[config.mk]
export PLATFORM = sky130hd
export DESIGN_NAME = entropy_harvest_fifo
export DESIGN_NICKNAME = d
export VERILOG_FILES = /design/src/rtl/esf_pkg.sv /design/src/rtl/esf_sync.sv /design/src/rtl/esf_packer.sv /design/src/rtl/esf_fifo.sv /design/src/rtl/entropy_harvest_fifo.sv
export SDC_FILE = /design/constraint.sdc
export NUM_CORES = 2
export LEC_CHECK = 0
export ABC_AREA = 0
export CORE_ASPECT_RATIO = 0.7
export CORE_MARGIN = 2
export CORE_UTILIZATION = 43
export CTS_CLUSTER_DIAMETER = 30
export DETAILED_ROUTE_END_ITERATION = 12
export GPL_TIMING_DRIVEN = 0
export PLACE_DENSITY = 0.65
export SLEW_MARGIN = 5
export SYNTH_ARGS = -nofsm -noshare
export SYNTH_HDL_FRONTEND = slang
export SYNTH_SLANG_ARGS = --single-unit
[constraint.sdc]
create_clock -name clk -period 5.7 [get_ports clk]
set_input_delay 0.57 -clock clk [delete_from_list [all_inputs] [get_ports clk]]
set_output_delay 0.57 -clock clk [all_outputs]
set_load 0.005 [all_outputs]
[src/rtl/esf_pkg.sv]
package esf_pkg;

   localparam int REG_W = 64;

   // control register bit positions
   localparam int CTL_FIFO_EN = 0;
   localparam int CTL_ENT_EN  = 1;
   localparam int CTL_RAW_EN  = 2;
   localparam int CTL_GRP_LSB = 4;
   localparam int CTL_RST_LO  = 8;
   localparam int CTL_RST_HI  = 9;
   localparam int CTL_GRP_MAX = CTL_RST_LO - CTL_GRP_LSB;

   localparam logic ADDR_CTRL     = 1'b0;
   localparam logic ADDR_SELFTEST = 1'b1;

   typedef struct packed {
      logic raw_en;
      logic ent_en;
      logic fifo_en;
   } ctl_t;

   typedef enum logic [1:0] {
      SRC_IDLE = 2'd0,
      SRC_RAW  = 2'd1,
      SRC_COND = 2'd2
   } src_mode_e;

   function automatic src_mode_e pick_mode(input ctl_t c);
      if (c.fifo_en && c.ent_en && c.raw_en)
         return SRC_RAW;
      else if (c.fifo_en && !c.ent_en && !c.raw_en)
         return SRC_COND;
      else
         return SRC_IDLE;
   endfunction

endpackage

[src/rtl/esf_sync.sv]
module esf_sync #(
   parameter int W      = 1,
   parameter int STAGES = 2
) (
   input  logic         clk,
   input  logic         rst_n,
   input  logic [W-1:0] d_i,
   output logic [W-1:0] q_o
);

   initial begin : p_param_chk
      assert (STAGES >= 0 && W >= 1) else $error("esf_sync: bad parameters");
   end

   if (STAGES == 0) begin : g_bypass
      assign q_o = d_i;
   end else begin : g_flops
      logic [STAGES-1:0][W-1:0] stg_q;

      always_ff @(posedge clk or negedge rst_n) begin
         if (!rst_n) begin
            stg_q <= '0;
         end else begin
            stg_q[0] <= d_i;
            for (int s = 1; s < STAGES; s++)
               stg_q[s] <= stg_q[s-1];
         end
      end

      assign q_o = stg_q[STAGES-1];
   end

endmodule

[src/rtl/esf_packer.sv]
module esf_packer #(
   parameter int N_OSC  = 128,
   parameter int GRP_W  = 8,
   parameter int WORD_W = 64
) (
   input  logic                              clk,
   input  logic                              rst_n,
   input  logic [N_OSC-1:0]                  osc_i,
   input  logic                              run_i,
   input  logic [$clog2(N_OSC/GRP_W)-1:0]    sel_i,
   input  logic                              restart_i,
   input  logic                              room_i,
   output logic                              push_o,
   output logic [WORD_W-1:0]                 word_o
);

   localparam int N_GRP   = N_OSC / GRP_W;
   localparam int SAMPLES = WORD_W / GRP_W;
   localparam int PH_W    = $clog2(SAMPLES);
   localparam int ACC_W   = WORD_W - GRP_W;
   localparam logic [PH_W-1:0] PH_LAST = PH_W'(SAMPLES - 1);

   initial begin : p_param_chk
      assert (N_OSC % GRP_W == 0) else $error("esf_packer: N_OSC not a multiple of GRP_W");
      assert (WORD_W % GRP_W == 0) else $error("esf_packer: WORD_W not a multiple of GRP_W");
      assert (SAMPLES >= 2 && (1 << PH_W) == SAMPLES) else $error("esf_packer: samples per word must be a power of two >= 2");
      assert ((1 << $clog2(N_GRP)) == N_GRP) else $error("esf_packer: group count must be a power of two");
   end

   // split the oscillator bank into selectable lanes
   logic [GRP_W-1:0] grp_bits [N_GRP];
   for (genvar g = 0; g < N_GRP; g++) begin : g_lane
      assign grp_bits[g] = osc_i[g*GRP_W +: GRP_W];
   end

   logic [GRP_W-1:0] lane;
   assign lane = grp_bits[sel_i];

   logic [PH_W-1:0]  phase_q;
   logic [ACC_W-1:0] acc_q;
   logic             step;

   assign step = run_i && room_i && !restart_i;

   always_ff @(posedge clk or negedge rst_n) begin
      if (!rst_n) begin
         phase_q <= '0;
         acc_q   <= '0;
      end else if (restart_i || !run_i) begin
         phase_q <= '0;
      end else if (step) begin
         phase_q <= (phase_q == PH_LAST) ? '0 : phase_q + 1'b1;
         // shift right so the oldest sample ends in the low byte
         acc_q   <= {lane, acc_q[ACC_W-1:GRP_W]};
      end
   end

   assign push_o = step && (phase_q == PH_LAST);
   assign word_o = {lane, acc_q};

   AST_RAW_GAP: assert property (@(posedge clk) disable iff (!rst_n)
      push_o |=> !push_o) else $error("raw words closer than one per word time");

   AST_RESTART_PHASE: assert property (@(posedge clk) disable iff (!rst_n)
      restart_i |=> (phase_q == '0)) else $error("partial word kept across group change");

   AST_STALL_HOLD: assert property (@(posedge clk) disable iff (!rst_n)
      (run_i && !room_i && !restart_i) |=> $stable(phase_q)) else $error("packer advanced while FIFO full");

endmodule

[src/rtl/esf_fifo.sv]
module esf_fifo #(
   parameter int W     = 64,
   parameter int DEPTH = 64
) (
   input  logic         clk,
   input  logic         rst_n,
   input  logic         flush_i,
   input  logic         push_i,
   input  logic [W-1:0] push_data_i,
   input  logic         pop_i,
   output logic         full_o,
   output logic         empty_o,
   output logic         rd_valid_o,
   output logic [W-1:0] rd_data_o,
   output logic         uflow_o
);

   localparam int AW = $clog2(DEPTH);
   localparam logic [AW:0] CNT_FULL = (AW+1)'(DEPTH);

   initial begin : p_param_chk
      assert (DEPTH >= 2 && (1 << AW) == DEPTH) else $error("esf_fifo: DEPTH must be a power of two >= 2");
   end

   logic [W-1:0]  mem_q [DEPTH];
   logic [AW-1:0] wp_q, rp_q;
   logic [AW:0]   cnt_q;
   logic          do_push, do_pop;

   assign full_o  = (cnt_q == CNT_FULL);
   assign empty_o = (cnt_q == '0);
   assign do_push = push_i && !full_o;
   assign do_pop  = pop_i && !empty_o;

   always_ff @(posedge clk) begin
      if (do_push)
         mem_q[wp_q] <= push_data_i;
   end

   always_ff @(posedge clk or negedge rst_n) begin
      if (!rst_n) begin
         wp_q  <= '0;
         rp_q  <= '0;
         cnt_q <= '0;
      end else if (flush_i) begin
         wp_q  <= '0;
         rp_q  <= '0;
         cnt_q <= '0;
      end else begin
         if (do_push) wp_q <= wp_q + 1'b1;
         if (do_pop)  rp_q <= rp_q + 1'b1;
         case ({do_push, do_pop})
            2'b10:   cnt_q <= cnt_q + 1'b1;
            2'b01:   cnt_q <= cnt_q - 1'b1;
            default: cnt_q <= cnt_q;
         endcase
      end
   end

   always_ff @(posedge clk or negedge rst_n) begin
      if (!rst_n) begin
         rd_valid_o <= 1'b0;
         rd_data_o  <= '0;
         uflow_o    <= 1'b0;
      end else begin
         rd_valid_o <= do_pop;
         rd_data_o  <= do_pop ? mem_q[rp_q] : '0;
         uflow_o    <= pop_i && empty_o;
      end
   end

   AST_NO_OVERFLOW: assert property (@(posedge clk) disable iff (!rst_n)
      push_i |-> !full_o) else $error("push offered to a full FIFO");

   AST_UFLOW_ZERO: assert property (@(posedge clk) disable iff (!rst_n)
      (pop_i && empty_o) |=> (uflow_o && !rd_valid_o && rd_data_o == '0)) else $error("empty pop not flagged");

   AST_UFLOW_PULSE: assert property (@(posedge clk) disable iff (!rst_n)
      !(pop_i && empty_o) |=> !uflow_o) else $error("spurious underflow");

   AST_FLUSH_EMPTY: assert property (@(posedge clk) disable iff (!rst_n)
      flush_i |=> empty_o) else $error("flush left words behind");

endmodule

[src/rtl/entropy_harvest_fifo.sv]
module entropy_harvest_fifo
   import esf_pkg::*;
#(
   parameter int N_OSC       = 128,
   parameter int GRP_W       = 8,
   parameter int WORD_W      = 64,
   parameter int DEPTH       = 64,
   parameter int SYNC_STAGES = 2
) (
   input  logic              clk,
   input  logic              rst_n,
   input  logic [N_OSC-1:0]  osc_in,
   input  logic              reg_wr,
   input  logic              reg_addr,
   input  logic [REG_W-1:0]  reg_wdata,
   output logic [REG_W-1:0]  reg_rdata,
   input  logic              cond_valid,
   input  logic [WORD_W-1:0] cond_word,
   input  logic              pop_req,
   output logic              pop_valid,
   output logic [WORD_W-1:0] pop_data,
   output logic              pop_underflow
);

   localparam int N_GRP = N_OSC / GRP_W;
   localparam int SEL_W = $clog2(N_GRP);

   initial begin : p_param_chk
      assert (SEL_W >= 1 && SEL_W <= CTL_GRP_MAX) else $error("entropy_harvest_fifo: group number does not fit its field");
   end

   // ---------------- control register ----------------
   ctl_t             ctl_q;
   logic [SEL_W-1:0] grp_q;
   logic             wr_ctl, rst_req, restart;
   logic [SEL_W-1:0] wr_grp;
   src_mode_e        mode;
   logic             unused_wdata;

   assign wr_ctl       = reg_wr && (reg_addr == ADDR_CTRL);
   assign rst_req      = wr_ctl && reg_wdata[CTL_RST_LO] && reg_wdata[CTL_RST_HI];
   assign wr_grp       = reg_wdata[CTL_GRP_LSB +: SEL_W];
   assign restart      = wr_ctl && (wr_grp != grp_q);
   assign unused_wdata = ^reg_wdata;

   always_ff @(posedge clk or negedge rst_n) begin
      if (!rst_n) begin
         ctl_q <= '0;
         grp_q <= '0;
      end else if (rst_req) begin
         ctl_q <= '0;
         grp_q <= '0;
      end else if (wr_ctl) begin
         ctl_q.fifo_en <= reg_wdata[CTL_FIFO_EN];
         ctl_q.ent_en  <= reg_wdata[CTL_ENT_EN];
         ctl_q.raw_en  <= reg_wdata[CTL_RAW_EN];
         grp_q         <= wr_grp;
      end
   end

   assign mode = pick_mode(ctl_q);

   always_comb begin
      reg_rdata = '0;
      if (reg_addr == ADDR_CTRL) begin
         reg_rdata[CTL_FIFO_EN]             = ctl_q.fifo_en;
         reg_rdata[CTL_ENT_EN]              = ctl_q.ent_en;
         reg_rdata[CTL_RAW_EN]              = ctl_q.raw_en;
         reg_rdata[CTL_GRP_LSB +: SEL_W]    = grp_q;
      end
      // self-test status: no fault sources, reads as zero
   end

   // ---------------- datapath ----------------
   logic [N_OSC-1:0]  osc_sync;
   logic              full, empty;
   logic              pk_push, cond_push, fifo_push;
   logic [WORD_W-1:0] pk_word, fifo_wdata;

   esf_sync #(.W(N_OSC), .STAGES(SYNC_STAGES)) u_sync (
      .clk   (clk),
      .rst_n (rst_n),
      .d_i   (osc_in),
      .q_o   (osc_sync)
   );

   esf_packer #(.N_OSC(N_OSC), .GRP_W(GRP_W), .WORD_W(WORD_W)) u_packer (
      .clk       (clk),
      .rst_n     (rst_n),
      .osc_i     (osc_sync),
      .run_i     (mode == SRC_RAW),
      .sel_i     (grp_q),
      .restart_i (restart),
      .room_i    (!full),
      .push_o    (pk_push),
      .word_o    (pk_word)
   );

   assign cond_push  = (mode == SRC_COND) && cond_valid && !full;
   assign fifo_push  = pk_push || cond_push;
   assign fifo_wdata = pk_push ? pk_word : cond_word;

   esf_fifo #(.W(WORD_W), .DEPTH(DEPTH)) u_fifo (
      .clk         (clk),
      .rst_n       (rst_n),
      .flush_i     (rst_req),
      .push_i      (fifo_push),
      .push_data_i (fifo_wdata),
      .pop_i       (pop_req),
      .full_o      (full),
      .empty_o     (empty),
      .rd_valid_o  (pop_valid),
      .rd_data_o   (pop_data),
      .uflow_o     (pop_underflow)
   );

   AST_RAW_ONLY: assert property (@(posedge clk) disable iff (!rst_n)
      (mode != SRC_RAW) |-> !pk_push) else $error("raw word outside raw mode");

   AST_COND_GATED: assert property (@(posedge clk) disable iff (!rst_n)
      (mode != SRC_COND) |-> !(fifo_push && !pk_push)) else $error("conditioned word outside its mode");

   AST_RESET_CLEARS: assert property (@(posedge clk) disable iff (!rst_n)
      rst_req |=> (ctl_q == '0 && grp_q == '0 && empty)) else $error("reset write incomplete");

endmodule

* Word level (Yosys, flattened, before mapping)
Memory sizes are Yosys's and may differ from the RTL's. Cells that the tools add are included.
Cells by class: multiply operators 0, bitwise gates (word level) 3, $add $sub $neg 5, shift-type cells 0, $lt $le $gt $ge 1, reductions and logical operators 31, div/mod/pow operators 0, mux-type cells 24, eq/ne operators 7
Operator list (count):
- two-way mux 64 bit | 2
- binary-select mux 8 bit (select 4 bit) | 1
- two-way mux 6 bit | 4
- two-way mux 3 bit | 6
- logical AND 1 bit | 16
- two-way mux 8 bit | 2
- case mux 7 bit (2 select lines) | 1
- adder 6 x 1 -> 6 bit, second input constant | 2
- two-way mux 4 bit | 3
- nonzero test 2 bit | 4
- adder 7 x 1 -> 7 bit, second input constant | 1
- equality test 7 bit, second input constant | 1
- logical NOT 7 bit | 1
- two-way mux 7 bit | 1
- subtractor 7 x 1 -> 7 bit, second input constant | 1
- logical NOT 1 bit | 6
- >= comparator 5 bit, second input constant | 1
- NOT 4 -> 5 bit | 1
- equality test 2 x 1 -> 1 bit, second input constant | 2
- equality test 2 bit, second input constant | 2
- two-way mux 2 bit | 2
- != test 4 bit | 1
- adder 3 x 1 -> 3 bit, second input constant | 1
- equality test 3 bit, second input constant | 1
- 5 further kinds | 8
Word-level totals: latch bits 0, output and inout port bits 130, word-level logic and storage cells 86, bits in registers 407, RAM bits 4096, memories 1, input bits 262, memory bits (read-only) 0
Memory list:
- u_fifo.mem_q | words 64, bits a word 64, rd ports 1, clocked after Yosys merged registers in 0, write ports 1, line esf_fifo.sv:25 | logic [W-1:0] mem_q [DEPTH];

* Logic depth before layout (Yosys ltp)
word-level depth 14, depth in mapped cells 11, depth with buffers taken out 11

* Hierarchy
From an unflattened synthesis, not the netlist that was laid out.
Unflattened totals: cell total of the unflattened synthesis 7350, area total of the unflattened synthesis 171162.9 um^2
Modules (own cells, without submodules):
- esf_fifo | times used 1, seq. area each 125125.0 um^2, area an instance 158371.9 um^2, cells an instance 6539
- esf_sync | times used 1, seq. area each 6406.1 um^2, area an instance 7367.1 um^2, cells an instance 384
- esf_packer | times used 1, seq. area each 1476.4 um^2, area an instance 3533.4 um^2, cells an instance 258
- entropy_harvest_fifo | times used 1, seq. area each 175.2 um^2, area an instance 1890.6 um^2, cells an instance 169

* Worst setup path after synthesis
No wires, ideal clock.
path type input port to flip-flop, start point input port cond_valid, end point memory u_fifo.mem_q[27][0], enable pin, path buffers 2, required time 5213 ps, library setup time 487 ps, stages 7, data arrival time 4676 ps, setup slack 538 ps, path through or4bb_1 a31oi_1 a21o_1 buf_2 buf_2 nand4b_1 nor2_1
On the way: word-level cells in the longest chain between the ends 6
Ends and longest elaborated chain:
- start, declared | line entropy_harvest_fifo.sv:17 | input logic cond_valid,
- logical AND 1 bit (2 in series) | line entropy_harvest_fifo.sv:99 | assign cond_push = (mode == SRC_COND) && cond_valid && !full;
- logical OR 1 bit | line entropy_harvest_fifo.sv:100 | assign fifo_push = pk_push || cond_push;
- logical AND 1 bit | line esf_fifo.sv:32 | assign do_push = push_i && !full_o;
- two-way mux 1 bit | line esf_fifo.sv:36 | if (do_push)
- two-way mux 1 bit (implied by the code) | line esf_fifo.sv:37 | mem_q[wp_q] <= push_data_i;
- end, declared | line esf_fifo.sv:25
Every way passes these cells.

* Final worst setup path
start point register u_fifo.rp_q[3], end point register u_fifo.rd_data_o[0]
On the way: word-level cells in the longest chain between the ends 2
Ends and longest elaborated chain:
- start, declared | line esf_fifo.sv:26 | logic [AW-1:0] wp_q, rp_q;
- start signal, assigned | line esf_fifo.sv:51 | if (do_pop) rp_q <= rp_q + 1'b1;
- memory read (64 x 64 bit)
- two-way mux 64 bit | line esf_fifo.sv:67 | rd_data_o <= do_pop ? mem_q[rp_q] : '0;
- end signal, assigned | line esf_fifo.sv:67
- end, declared | line esf_fifo.sv:14 | output logic [W-1:0] rd_data_o,
Every way passes these cells. A chain may end at the register's enable or synchronous reset.

==> flow_summary.json <==
{
  "outcome": "finished, violations left",
  "violations": "capacitance limit, slew limit, setup timing",
  "route.detailed.drc": 0,
  "clock_tree_from_tritoncts": "done",
  "vdd_drop_max_v": 0.000374,
  "post-place-ws_ns": 0.260,
  "layout.cells.non_filler": 14400,
  "vias_in_the_first_global_route": 87500,
  "detailed_place_hpwl_mm": 339,
  "p_sw_frac": 0.296,
  "grt_pass1_wl_mm": 699,
  "fp.dieW_um": 754,
  "area.growth.synth_to_final_pct": 23.2,
  "drt-total-wl_mm": 510,
  "clk_path_buf_depth": 4,
  "yosys.cell_count.top_type": "sky130_fd_sc_hd__edfxtp_1",
  "cts_num_sinks": 4503,
  "power_frac_comb": 0.240,
  "seq_area_frac_synth": 0.786,
  "design.final.nets": 8840,
  "place.detailed.instances": 13000,
  "die_h_um": 529,
  "ios": 392,
  "power.static_leakage_nw": 68.4,
  "setup_ws_ns": -0.113,
  "syn_avg_cell_area_um2": 23.4,
  "mappedNetlistArea_um2": 169000,
  "yosysUniqueCellTypes": 63,
  "design.core.area_um2": 391000,
  "timing.critical_path.to_type": "register",
  "rows": 192,
  "yosysWarningCount": 0,
  "drt-pass1-iter-count": 5,
  "ys_async_sr_fraction": 0.0904,
  "crit_cells": 6,
  "finalPower_w": 0.102,
  "cts_resized": 0,
  "die_area_um2": 399000,
  "number_of_antenna_violations_at_the_first_check_in_global_routing": 52,
  "yosysTopAreaCellShare": 0.726,
  "globalRoute.totalOverflow": 0,
  "timing.setup.critical_path_class": "register to register",
  "insertion_delay_ns": 1.08,
  "synth_seq_cells": 4503,
  "clockRootBuffer": "sky130_fd_sc_hd__clkbuf_16",
  "starting_utilization_of_the_core_area": 0.433,
  "pwr_per_cell_area_nw_per_um2": 490,
  "cts-htree-levels": 6,
  "report.final.hold_viol_count": 0,
  "drt-vias-per-instance": 6.18,
  "routedWlPerCell_um": 35.5,
  "grt_start_max_net_pins": 111,
  "clock_power_share": 0.401,
  "finalCoreUtilization": 0.533,
  "crit_path_start_kind": "register",
  "hold_path_class": "primary input to register",
  "power_switching_w": 0.0303,
  "synth_top_area_cell": "sky130_fd_sc_hd__edfxtp_1",
  "setup-violations-final": 1,
  "track_usage": 0.252,
  "via_count_of_the_routed_design": 88800,
  "netlist_top_cells_count": "sky130_fd_sc_hd__edfxtp_1, sky130_fd_sc_hd__mux4_2, sky130_fd_sc_hd__dfrtp_1",
  "timing.critical_path.max_delay_family": "buffers and inverters",
  "most_common_cell_on_crit_path": "sky130_fd_sc_hd__clkbuf_1",
  "grt_setup_unrepaired": "no",
  "clk_pin_slew_worst_paths_ns": 0.06,
  "cell_with_the_largest_stage_delay_on_the_worst_path": "sky130_fd_sc_hd__clkbuf_1",
  "timing.final.max_slew_violations": 22,
  "cap_viol_max_count": 2,
  "holdPathStages": 1,
  "max_stage_delay_ns": 1.09,
  "cts_buffers": 652,
  "worst_slew_margin_rel": -0.0249,
  "synth-main-ff-cell": "sky130_fd_sc_hd__edfxtp_1",
  "ant_nets": 0,
  "worst-path-max-fanout": 10,
  "place_congestion": 0.839,
  "post_synth_inst_count": 7225,
  "final.min_clock_period_ns": 5.81,
  "power_frac_seq": 0.359,
  "cell_internal_pwr_w": 0.0720,
  "timing.fmax_ghz": 0.172,
  "worst_pin_slew_ns": 1.53,
  "port-buffer-count": 279,
  "finalClockSkew_ns": 0.0704,
  "detail_route.iter0.violations": 14400,
  "layout-drive-gt1-share": 0.323,
  "cp_cell_sequence": "clkbuf_1 > buf_1 > clkbuf_1 > clkbuf_1 > a211oi_1 > nor3_1",
  "timing.critical_path.arrival_ns": 6.64,
  "synth.top_cells.by_area": "sky130_fd_sc_hd__edfxtp_1, sky130_fd_sc_hd__mux4_2, sky130_fd_sc_hd__dfrtp_1",
  "worstPathRequired_ns": 6.53,
  "r2r_cells": 6,
  "fin_crit_sh": 1.02,
  "buffering_stage_count_on_the_worst_path_with_inverters_included": 4,
  "number_of_enable_flip_flop_cells_after_synthesis": 4096,
  "worst_hold_check_slack_ns": 0.0507
}
==> layout by cell type, fill, tap and decap left out, types with 82 or more instances in the layout <==
| cell type | synthesis | layout |
|---|---|---|
| sky130_fd_sc_hd__edfxtp_1 | 4096 | 4096 |
| sky130_fd_sc_hd__mux4_2 | 1181 | 1181 |
| sky130_fd_sc_hd__clkbuf_16 | 0 | 667 |
| sky130_fd_sc_hd__dfrtp_1 | 407 | 407 |
| sky130_fd_sc_hd__clkdlybuf4s50_1 | 0 | 278 |
| sky130_fd_sc_hd__clkbuf_1 | 157 | 217 |
| sky130_fd_sc_hd__nand2_1 | 209 | 209 |
| sky130_fd_sc_hd__buf_12 | 0 | 190 |
| sky130_fd_sc_hd__mux2i_1 | 131 | 131 |
| sky130_fd_sc_hd__buf_2 | 119 | 120 |
| sky130_fd_sc_hd__dlygate4sd3_1 | 0 | 112 |
| sky130_fd_sc_hd__buf_4 | 110 | 110 |
| sky130_fd_sc_hd__clkinv_2 | 0 | 83 |
| sky130_fd_sc_hd__bufinv_16 | 0 | 83 |
| sky130_fd_sc_hd__o22ai_1 | 82 | 82 |
==> sequential cells by signal (all words and copies together) (netlist names) <==
register,cells
ctl_q,3
grp_q,4
u_fifo.cnt_q,7
u_fifo.mem_q,4096
u_fifo.rd_data_o,64
u_fifo.rd_valid_o,1
u_fifo.rp_q,6
u_fifo.uflow_o,1
u_fifo.wp_q,6
u_packer.acc_q,56
u_packer.phase_q,3
u_sync.g_flops.stg_q,128
u_sync.q_o,128
==> metal layers <==
metal	up-vias	global-route usage	part of all wire	routed length, µm
met5	-	0	0.00066	336
met4	52	0.0802	0.035	17900
met3	1098	0.103	0.16	82300
met2	6948	0.354	0.42	216000
met1	47200	0.359	0.38	194000
li1	33500	-	-	-
==> power by group through the flow <==
| stage | logic [W] | clock network [W] | registers (W) |
|---|---|---|---|
| final | 0.0245 | 0.0410 | 0.0368 |
| after global routing | 0.0254 | 0.0427 | 0.0368 |
| after CTS | 0.0242 | 0.0413 | 0.0368 |
| after detailed placement | 0.0239 | 0 | 0.0374 |
| after global placement | 0.0236 | 0 | 0.0374 |
| after floorplan | 0.0143 | 0 | 0.0373 |
==> final timing paths <==
path	startpoint	to	slack, ns
max in group asynchronous	rst_n	u_fifo.rd_data_o[15]	4.18
max reg2reg	u_fifo.rp_q[3]	u_fifo.rd_data_o[0]	-0.11
min reg2reg	u_sync.g_flops.stg_q[93]	u_sync.q_o[93]	0.34
min in group asynchronous	rst_n	u_sync.g_flops.stg_q[125]	0.13
min	osc_in[26]	u_sync.g_flops.stg_q[26]	0.05
max	u_fifo.rp_q[3]	u_fifo.rd_data_o[0]	-0.11
==> per-stage QoR <==
step / instance area (µm²) / TNS, ns
finish: 209000 / -0.113
global route: 209000 / 0
CTS: 208000 / 0
detailed placement: 185000 / 0
global placement: 179000 / -
floorplan: 170000 / 0
==> cell families after synthesis <==
family / Yosys count / synth area share
AND/OR/NAND/NOR: 451 / 0.0116
multiplexers: 1435 / 0.173
adder cells (fa/ha/maj): 5 / 0.000369
flip-flops: 4503 / 0.786
XOR/XNOR: 12 / 0.000621
buffers and inverters: 447 / 0.0136
AO/OA/AOI/OAI: 371 / 0.0143
other: 1 / 0.0000221
==> area by class of cell <==
type,instances,area (µm²)
fill,28800,183000
sequential,4503,133000
multi-input combinational,2331,34800
clock buffer,737,17000
timing repair buffer,638,9230
tap,5238,6550
clock inverter,462,5500
buffer,437,2270
antenna,18,45.0
inverter,10,37.5
==> what timing repair did <==
item,CTS,global route
hold buffers,112,0
setup buffers,0,0
hold endpoints to repair,229,0
No activity file was read; power rests on OpenSTA's default activity.
